## src/rtl/nm_pkg.sv

```systemverilog
package nm_pkg;

  localparam int DW = 32;

  typedef enum logic [1:0] {
    PW8  = 2'd0,
    PW16 = 2'd1,
    PW32 = 2'd2
  } port_w_e;

  typedef enum logic [1:0] {
    ST_IDLE   = 2'd0,
    ST_STROBE = 2'd1,
    ST_GAP    = 2'd2,
    ST_ACK    = 2'd3
  } seq_st_e;

  function automatic port_w_e decode_width(input logic [1:0] code);
    if (code[1])      return PW32;
    else if (code[0]) return PW16;
    else              return PW8;
  endfunction

  function automatic logic [2:0] beats_of(input port_w_e w);
    case (w)
      PW8:     return 3'd4;
      PW16:    return 3'd2;
      default: return 3'd1;
    endcase
  endfunction

  // lane (byte lane for 8-bit, half lane for 16-bit) of beat idx
  function automatic logic [1:0] lane_sel(input port_w_e w, input logic [1:0] idx,
                                          input logic be);
    case (w)
      PW8:     return be ? (2'd3 - idx) : idx;
      PW16:    return {1'b0, be ? ~idx[0] : idx[0]};
      default: return 2'd0;
    endcase
  endfunction

endpackage

```

## src/rtl/nm_width_latch.sv

```systemverilog
module nm_width_latch
  import nm_pkg::*;
(
  input  logic       clk,
  input  logic       rst_n,
  input  logic [1:0] cfg_width,
  output port_w_e    width
);

  port_w_e width_q;

  always_ff @(posedge clk) begin
    if (!rst_n) width_q <= decode_width(cfg_width);
  end

  assign width = width_q;

endmodule

```

## src/rtl/nm_beat_seq.sv

```systemverilog
module nm_beat_seq
  import nm_pkg::*;
#(
  parameter int HOLD = 3
) (
  input  logic       clk,
  input  logic       rst_n,
  input  logic       req_valid,
  input  logic [2:0] nbeats,
  output logic       accept,
  output logic       busy,
  output logic       active,
  output logic       strobe,
  output logic       beat_end,
  output logic       last_beat,
  output logic       ack,
  output logic [1:0] beat_idx
);

  localparam int CW = (HOLD > 1) ? $clog2(HOLD) : 1;
  localparam logic [CW-1:0] CNT_LAST = CW'(HOLD - 1);

  seq_st_e       st_q;
  logic [CW-1:0] cnt_q;
  logic [1:0]    idx_q;

  assign accept    = (st_q == ST_IDLE) && req_valid;
  assign busy      = (st_q != ST_IDLE);
  assign strobe    = (st_q == ST_STROBE);
  assign active    = (st_q == ST_STROBE) || (st_q == ST_GAP);
  assign beat_end  = strobe && (cnt_q == CNT_LAST);
  assign last_beat = ({1'b0, idx_q} == (nbeats - 3'd1));
  assign ack       = (st_q == ST_ACK);
  assign beat_idx  = idx_q;

  always_ff @(posedge clk) begin
    if (!rst_n) begin
      st_q  <= ST_IDLE;
      cnt_q <= '0;
      idx_q <= '0;
    end else begin
      case (st_q)
        ST_IDLE: begin
          if (accept) begin
            st_q  <= ST_STROBE;
            cnt_q <= '0;
            idx_q <= '0;
          end
        end
        ST_STROBE: begin
          if (beat_end) begin
            cnt_q <= '0;
            if (last_beat) begin
              st_q <= ST_ACK;
            end else begin
              st_q  <= ST_GAP;
              idx_q <= idx_q + 2'd1;
            end
          end else begin
            cnt_q <= cnt_q + 1'b1;
          end
        end
        ST_GAP:  st_q <= ST_STROBE;
        default: st_q <= ST_IDLE;
      endcase
    end
  end

endmodule

```

## src/rtl/nm_lane_path.sv

```systemverilog
module nm_lane_path
  import nm_pkg::*;
#(
  parameter int AW = 16
) (
  input  logic          clk,
  input  logic          rst_n,
  input  logic          accept,
  input  logic          req_write,
  input  logic          big_endian,
  input  logic [AW-1:0] req_addr,
  input  logic [DW-1:0] req_wdata,
  input  port_w_e       width,
  input  logic [1:0]    beat_idx,
  input  logic          beat_end,
  input  logic [DW-1:0] ext_din,
  output logic          wr_q,
  output logic [AW+1:0] ext_addr,
  output logic [DW-1:0] ext_dout,
  output logic [DW-1:0] rdata
);

  logic [AW-1:0] addr_q;
  logic [DW-1:0] wdat_q;
  logic [DW-1:0] rd_q;
  logic          be_q;
  logic [1:0]    lane;
  logic          capture;

  assign lane    = lane_sel(width, beat_idx, be_q);
  assign capture = beat_end && !wr_q;

  always_ff @(posedge clk) begin
    if (!rst_n) begin
      addr_q <= '0;
      wdat_q <= '0;
      wr_q   <= 1'b0;
      be_q   <= 1'b0;
    end else if (accept) begin
      addr_q <= req_addr;
      wdat_q <= req_wdata;
      wr_q   <= req_write;
      be_q   <= big_endian;
    end
  end

  always_ff @(posedge clk) begin
    if (!rst_n) begin
      rd_q <= '0;
    end else if (capture) begin
      case (width)
        PW8:     rd_q[{lane, 3'b000} +: 8]        <= ext_din[7:0];
        PW16:    rd_q[{lane[0], 4'b0000} +: 16]   <= ext_din[15:0];
        default: rd_q                              <= ext_din;
      endcase
    end
  end

  always_comb begin
    case (width)
      PW8:     ext_addr = {addr_q, beat_idx};
      PW16:    ext_addr = {1'b0, addr_q, beat_idx[0]};
      default: ext_addr = {2'b00, addr_q};
    endcase
  end

  always_comb begin
    ext_dout = '0;
    if (wr_q) begin
      case (width)
        PW8:     ext_dout[7:0]  = wdat_q[{lane, 3'b000} +: 8];
        PW16:    ext_dout[15:0] = wdat_q[{lane[0], 4'b0000} +: 16];
        default: ext_dout       = wdat_q;
      endcase
    end
  end

  assign rdata = rd_q;

endmodule

```

## src/rtl/nm_adapter.sv

```systemverilog
module nm_adapter
  import nm_pkg::*;
#(
  parameter int AW   = 16,
  parameter int HOLD = 3
) (
  input  logic          clk,
  input  logic          rst_n,
  input  logic [1:0]    cfg_width,
  input  logic          big_endian,
  input  logic          req_valid,
  input  logic          req_write,
  input  logic [AW-1:0] req_addr,
  input  logic [31:0]   req_wdata,
  output logic          busy,
  output logic          ack,
  output logic [31:0]   rdata,
  output logic          ext_ce_n,
  output logic          ext_oe_n,
  output logic          ext_we_n,
  output logic [AW+1:0] ext_addr,
  output logic [31:0]   ext_dout,
  input  logic [31:0]   ext_din
);

  port_w_e    width_q;
  logic [2:0] nbeats;
  logic       accept;
  logic       active;
  logic       strobe;
  logic       beat_end;
  logic       last_beat;
  logic [1:0] beat_idx;
  logic       wr_q;

  assign nbeats = beats_of(width_q);

  nm_width_latch u_width (
    .clk       (clk),
    .rst_n     (rst_n),
    .cfg_width (cfg_width),
    .width     (width_q)
  );

  nm_beat_seq #(.HOLD(HOLD)) u_seq (
    .clk       (clk),
    .rst_n     (rst_n),
    .req_valid (req_valid),
    .nbeats    (nbeats),
    .accept    (accept),
    .busy      (busy),
    .active    (active),
    .strobe    (strobe),
    .beat_end  (beat_end),
    .last_beat (last_beat),
    .ack       (ack),
    .beat_idx  (beat_idx)
  );

  nm_lane_path #(.AW(AW)) u_path (
    .clk        (clk),
    .rst_n      (rst_n),
    .accept     (accept),
    .req_write  (req_write),
    .big_endian (big_endian),
    .req_addr   (req_addr),
    .req_wdata  (req_wdata),
    .width      (width_q),
    .beat_idx   (beat_idx),
    .beat_end   (beat_end),
    .ext_din    (ext_din),
    .wr_q       (wr_q),
    .ext_addr   (ext_addr),
    .ext_dout   (ext_dout),
    .rdata      (rdata)
  );

  assign ext_ce_n = !active;
  assign ext_oe_n = !(strobe && !wr_q);
  assign ext_we_n = !(strobe && wr_q);

endmodule

```

## config.mk

```make
export PLATFORM = sky130hd
export DESIGN_NAME = nm_adapter
export DESIGN_NICKNAME = d
export VERILOG_FILES = /design/src/rtl/nm_pkg.sv /design/src/rtl/nm_width_latch.sv /design/src/rtl/nm_beat_seq.sv /design/src/rtl/nm_lane_path.sv /design/src/rtl/nm_adapter.sv
export SDC_FILE = /design/constraint.sdc
export NUM_CORES = 1
export LEC_CHECK = 0
export ABC_AREA = 1
export CAP_MARGIN = 20
export CORE_UTILIZATION = 45
export DETAILED_ROUTE_END_ITERATION = 7
export GPL_TIMING_DRIVEN = 0
export PLACE_DENSITY_LB_ADDON = 0.08
export SLEW_MARGIN = 20
export SYNTH_ARGS = -nofsm -noshare
export SYNTH_HDL_FRONTEND = slang
export SYNTH_SLANG_ARGS = --single-unit
```

## constraint.sdc

```tcl
create_clock -name clk -period 7 [get_ports clk]
set_clock_uncertainty 0.05 [all_clocks]
set_input_delay 1.05 -clock clk [delete_from_list [all_inputs] [get_ports clk]]
set_output_delay 1.05 -clock clk [all_outputs]
set_load 0.02 [all_outputs]
```

# ---- Yosys cells after proc, flatten, opt, wreduce, memory -nomap -nowiden
# Cells that the tools add are included.
dict set report op_classes {
  n_reduce_logical 18
  n_bitwise 1
  n_addsub 6
  n_shift 6
  n_mux 23
  eq_ne 9
}
# cell count
set op_table {}
lappend op_table {{$bwmux 32} 2}
lappend op_table {{$pmux 32 s2} 1}
lappend op_table {{$pmux 18 s2} 1}
lappend op_table {{$mux 32} 1}
lappend op_table {{$pmux 8 s2} 2}
lappend op_table {{$shift 16x7->32 const A} 1}
lappend op_table {{$shift 8x7->32 const A} 1}
lappend op_table {{$shiftx 16x7->32} 1}
lappend op_table {{$shiftx 32x6->16} 1}
lappend op_table {{$shiftx 32x6->8} 1}
lappend op_table {{$shiftx 8x7->32} 1}
lappend op_table {{$mux 16} 1}
lappend op_table {{$mux 2} 7}
lappend op_table {{$neg 5->7} 2}
lappend op_table {{$pmux 2 s2} 3}
lappend op_table {{$eq 2x2->1 const B} 3}
lappend op_table {{$pmux 2 s3} 1}
lappend op_table {{$pmux 3 s2} 1}
lappend op_table {{$logic_and 1x1->1} 5}
lappend op_table {{$add 2x1->2 const B} 2}
lappend op_table {{$eq 2x1->1 const B} 2}
lappend op_table {{$logic_not 1->1} 4}
lappend op_table {{$logic_not 2->1} 2}
lappend op_table {{$ne 2x2->1 const B} 2}
lappend op_table {{11 further kinds} 15}
dict set report totals {
  reg_bits 90
  wordCells 72
  input_bits 87
}

# ---- Longest topological paths before layout
dict set report depth {
  ltp_word 7
  mapped_depth 14
  depth_no_buf 12
}

# ---- Cells and area by module
# Synthesis repeated with hierarchy kept, for this count alone.
dict set report unflattened {
  cells_unflattened 932
  area_unflattened_um2 5709.2
}
# module n_inst cells_per_inst area_each_um2 seq_area_each_um2
set modules_own_cells {}
lappend modules_own_cells {nm_lane_path 1 851 5151.2 1641.6}
lappend modules_own_cells {nm_beat_seq 1 68 454.2 120.1}
lappend modules_own_cells {nm_width_latch 1 5 73.8 60.1}
lappend modules_own_cells {nm_adapter 1 8 30.0 0.0}

# ---- Least setup slack after synthesis
# Ideal clock, no wire load.
dict set report synth_timing {
  path_kind {register to output}
  start {register u_width.width_q[1], in the netlist u_width.width[1]}
  end {output ext_addr[6]}
  arrival_time_ps 1531
  stages_incl_launch_ff 7
  n_path_buf 3
  slack_ps 4369
  path_cell_list {edfxtp_1 > buf_4 > nor2_8 > inv_1 > buf_2 > buf_2 > o221ai_1}
}
dict set report synth_via {
  elab_chain_len 2
  elab_cells_between_ends 3
}
# item line_no
set synth_rtl {}
lappend synth_rtl {{start, declared} nm_width_latch.sv:10} ;# port_w_e width_q;
lappend synth_rtl {{start signal, assigned} nm_width_latch.sv:13} ;# if (!rst_n) width_q <= decode_width(cfg_width);
lappend synth_rtl {{$eq 2x1->1 or $logic_not 2->1 (tied branches)} nm_lane_path.sv:60} ;# case (width)
lappend synth_rtl {{$pmux 18 s2 *} nm_lane_path.sv:60}
lappend synth_rtl {{end, declared} nm_adapter.sv:21} ;# output logic [AW+1:0] ext_addr,
# Every way passes the cells marked *; elsewhere a longest branch is shown, timed or not.

# ---- Final worst setup path
dict set report layout_timing {
  start {register u_width.width_q[1], in the netlist u_width.width[1]}
  end {output ext_dout[14]}
}
dict set report layout_via {
  elab_chain_len 5
  elab_cells_between_ends 6
}
# item line_no
set layout_rtl {}
lappend layout_rtl {{$eq 2x1->1 or $logic_not 2->1 (tied branches)} {nm_pkg.sv:35, nm_lane_path.sv:70}}
lappend layout_rtl {{$pmux 2 s2} nm_pkg.sv:35} ;# case (w)
lappend layout_rtl {{$shiftx 32x6->16} nm_lane_path.sv:72} ;# PW16: ext_dout[15:0] = wdat_q[{lane[0], 4'b0000} +: 16];
lappend layout_rtl {{$pmux 8 s2 *} nm_lane_path.sv:70} ;# case (width)
lappend layout_rtl {{$mux 32 *} nm_lane_path.sv:69} ;# if (wr_q) begin
lappend layout_rtl {{end, declared} nm_adapter.sv:22} ;# output logic [31:0] ext_dout,
# Marked as above.

==> results_dict.tcl <==
set metrics [dict create \
    ioPinCount 174 \
    htreeDepth 3 \
    synth_warnings 0 \
    synth_xor_area_share_pct 0.3254 \
    postRouteAntennaNets 0 \
    final_cell_count_no_fill 1171 \
    hpwl_mm 13.70 \
    cp_max_fo 10 \
    cp_top_family "buffers and inverters" \
    use_met1_pct 38.33 \
    syn_inst 840 \
    worstSetupEndpointType "output port" \
    synth_adder_area_share_pct 1.627 \
    die_h_um 111.4 \
    critical_path.n_buffers_inverters 3 \
    grt_max_degree 17 \
    path_cells "buf_4 -> nor2_4 -> clkbuf_1 -> o211ai_1 -> o21ai_1 -> clkdlybuf4s50_1" \
    arrival_ns 2.81 \
    setup_tns_ns 0 \
    clkTransAtPathRegs_ns 0.07 \
    grt_use_total_pct 29.85 \
    ys_ff_latch 90 \
    report.final.slew_viol_count 0 \
    required_ns 5.90 \
    synth-simple-area-share_pct 29.85 \
    vias_per_cell 5.387 \
    synth.distinct_cells 40 \
    drv_cap 0 \
    ys_seq_area_share_pct 33.84 \
    grt_pass1_vias 5986 \
    port-buffer-count 172 \
    grt_pass1_wl_mm 29.62 \
    drt-total-wl_mm 18.08 \
    yosysTopAreaCellShare_pct 32.73 \
    grtUsageMet3_pct 5.117 \
    synth_top_family_by_area "simple AND/OR/NAND/NOR gates" \
    antenna_found_initial 0 \
    violations "design-rule violations" \
    initial_utilization_pct 46.74 \
    cts_tree "done" \
    rows 39 \
    place_inst 1155 \
    core_um2 11520 \
    slowest_stage "clkdlybuf4s50_1" \
    synth_mux_area_share_pct 0 \
    period_share_pct 55.87 \
    seqPwrFrac_pct 31.6 \
    period_needed_ns 3.911 \
    clockRootBuffer "clkbuf_16" \
    num-fill-cells 1109 \
    start_kind "flop" \
    final_area_um2 7585 \
    cts-resized-gates 0 \
    timing.fmax_ghz 0.2557 \
    syn-num-nets 934 \
    fp.dieArea_um2 12400 \
    drc 26 \
    nets 1117 \
    top_usage_layer "met2" \
    met2_usage_pct 49.17 \
    ys_top_cells_by_area "dfxtp_1, nand2_1, a21oi_1" \
    seq_area_um2 1822 \
    power_leakage_nw 3.016 \
    synth_area_leader_cell "dfxtp_1" \
    syn-cell-area_um2 5383 \
    timing_hold_violations_final 0 \
    setup_viol 0 \
    diodes 0 \
    gp_congestion 0.9084 \
    clock-sinks 90 \
    vias 6308 \
    max-vdd-ir-drop_v 0.0001357 \
    die_w_um 111.4 \
    synth_compound_area_share_pct 22.57 \
    area_growth_pct 40.91 \
    clk-insertion-delay-late_ns 0.35 \
    cpPeakStageDelay_ns 0.65 \
    grt_remaining_overflow 0 \
    wl_per_cell_um 15.44 \
    async_reset_ff_share_pct 0 \
    critPathKind "reg2out" \
    rsz0062_at_grt "false" \
    numCtsBuffers 9 \
    status "complete, but fails checks" \
    switchingPower_w 0.0009136 \
    internal-power_w 0.001285 \
    worst_slew_pin_slew_ns 0.5895 \
    synth.avg_cell_area_um2 6.408 \
    drive_above_1_share_pct 6.226 \
    first_pass_iters 7 \
    post-cts-setup-buffers 0 \
    clock_power_share_pct 23.1 \
    cts_hold_buf 0 \
    total_power_w 0.002199 \
    drt_iter0_markers 533 \
    multiInputGateArea_um2 2927 \
    synth_edf_count 2 \
    worstHoldPathType "reg2reg" \
    synth_top_flop_cell "dfxtp_1" \
    power.density_nw_per_um2 289.9 \
    clockBufferDepth 2 \
    relSlewSlack_pct 60.70 \
    p_sw_share_pct 41.55 \
    placed_area_um2 7283 \
    p_comb_share_pct 45.3 \
]
==> power by group through the flow <==
stage               Sequential, W  Clock [W]  Combinational, W
floorplan                0.000705          0          0.000615
global placement         0.000702          0          0.000980
detailed placement       0.000704          0          0.000986
CTS                      0.000694   0.000509          0.000990
global route             0.000708   0.000533           0.00110
finish                   0.000695   0.000508          0.000996
==> sequential cells by signal (all words and copies together), names as in the netlist <==
register        cells
u_seq.cnt_q         2
u_path.wdat_q      32
u_path.addr_q      16
u_seq.st_q          2
u_path.wr_q         1
u_path.be_q         1
u_path.rdata       32
u_seq.beat_idx      2
u_width.width       2
==> stage by stage <==
stage	util [%]	setup slack [ns]	hold WS, ns
3_3_place_gp	63.24	3.539	0.4036
6_report	65.86	3.089	0.4173
5_1_grt	65.86	3.016	0.4349
4_1_cts	65.86	3.139	0.4195
2_1_floorplan	-	4.369	0.3995
3_5_place_dp	63.24	3.506	0.4089
==> layout by cell type (no fill, tap or decap), types with 5 or more instances in the layout <==
cell type and n:
nand2_1 187, clkdlybuf4s50_1 172, a21oi_1 100, inv_1 90, dfxtp_1 88, nor2_1 87, o21ai_0 78, nand3_1 66
clkbuf_1 26, o211ai_1 16, buf_2 15, o221ai_1 9, nand4_1 9, clkbuf_16 9, o21ai_1 8, ha_1 7
inv_2 6, buf_4 6, a22oi_1 6, nand2_2 5
==> area by class of cell <==
type / instances / share of cell area (%)
plain buffers: 51 / 3.365
repair buffers: 172 / 22.70
well taps: 143 / 2.359
clock buffers: 10 / 3.019
inverters: 99 / 4.998
flip-flops and latches: 90 / 24.02
multi-input cells: 600 / 38.58
clock inverters: 6 / 0.9568
==> layer usage <==
metal	vias up	part of all wire, %
met5	-	0
met1	2833	42
met4	0	3.4
met3	49	7.9
li1	3125	-
met2	301	46
==> logic make-up (layout without fill, tap and decap cells) <==
kind of cell               count (synthesis)  in the layout
AOI/OAI and AO/OA                        222            222
buffers and inverters                    150            338
adders and majority gates                  7              7
and+or+nand+nor                          369            369
DFF                                       90             90
xor gates and xnor gates                   2              2
==> synthesized netlist by cell type (all sizes together) (7+ instances only) <==
master / instances
dfxtp: 88
nand2: 193
o211ai: 17
nor2: 92
clkbuf: 25
nand4: 10
o21ai: 86
buf: 26
nand3: 69
o221ai: 9
ha: 7
inv: 98
a21oi: 100
==> worst register-to-register path: cells and delay by family (launching register included) <==
family,cells,cell delay (ns)
fa+ha+maj,1,0.34
compound gates,1,0.14
simple gates,6,1.12
buf+inv,3,0.76
flops,1,0.37
==> path summary, 6_finish.rpt <==
path / start / cells past startpoint / slack [ns] / end
hold reg to reg: u_path.rdata[13]$_SDFFE_PN0P_ / 2 / 0.42 / u_path.rdata[13]$_SDFFE_PN0P_
setup reg to reg: u_width.width[1]$_SDFFCE_PP1N_ / 11 / 4.15 / u_path.rdata[11]$_SDFFE_PN0P_
setup / recovery: u_width.width[1]$_SDFFCE_PP1N_ / 6 / 3.09 / ext_dout[14]
hold / removal: u_path.rdata[13]$_SDFFE_PN0P_ / 2 / 0.42 / u_path.rdata[13]$_SDFFE_PN0P_
No activity file was read; power rests on OpenSTA's default activity.
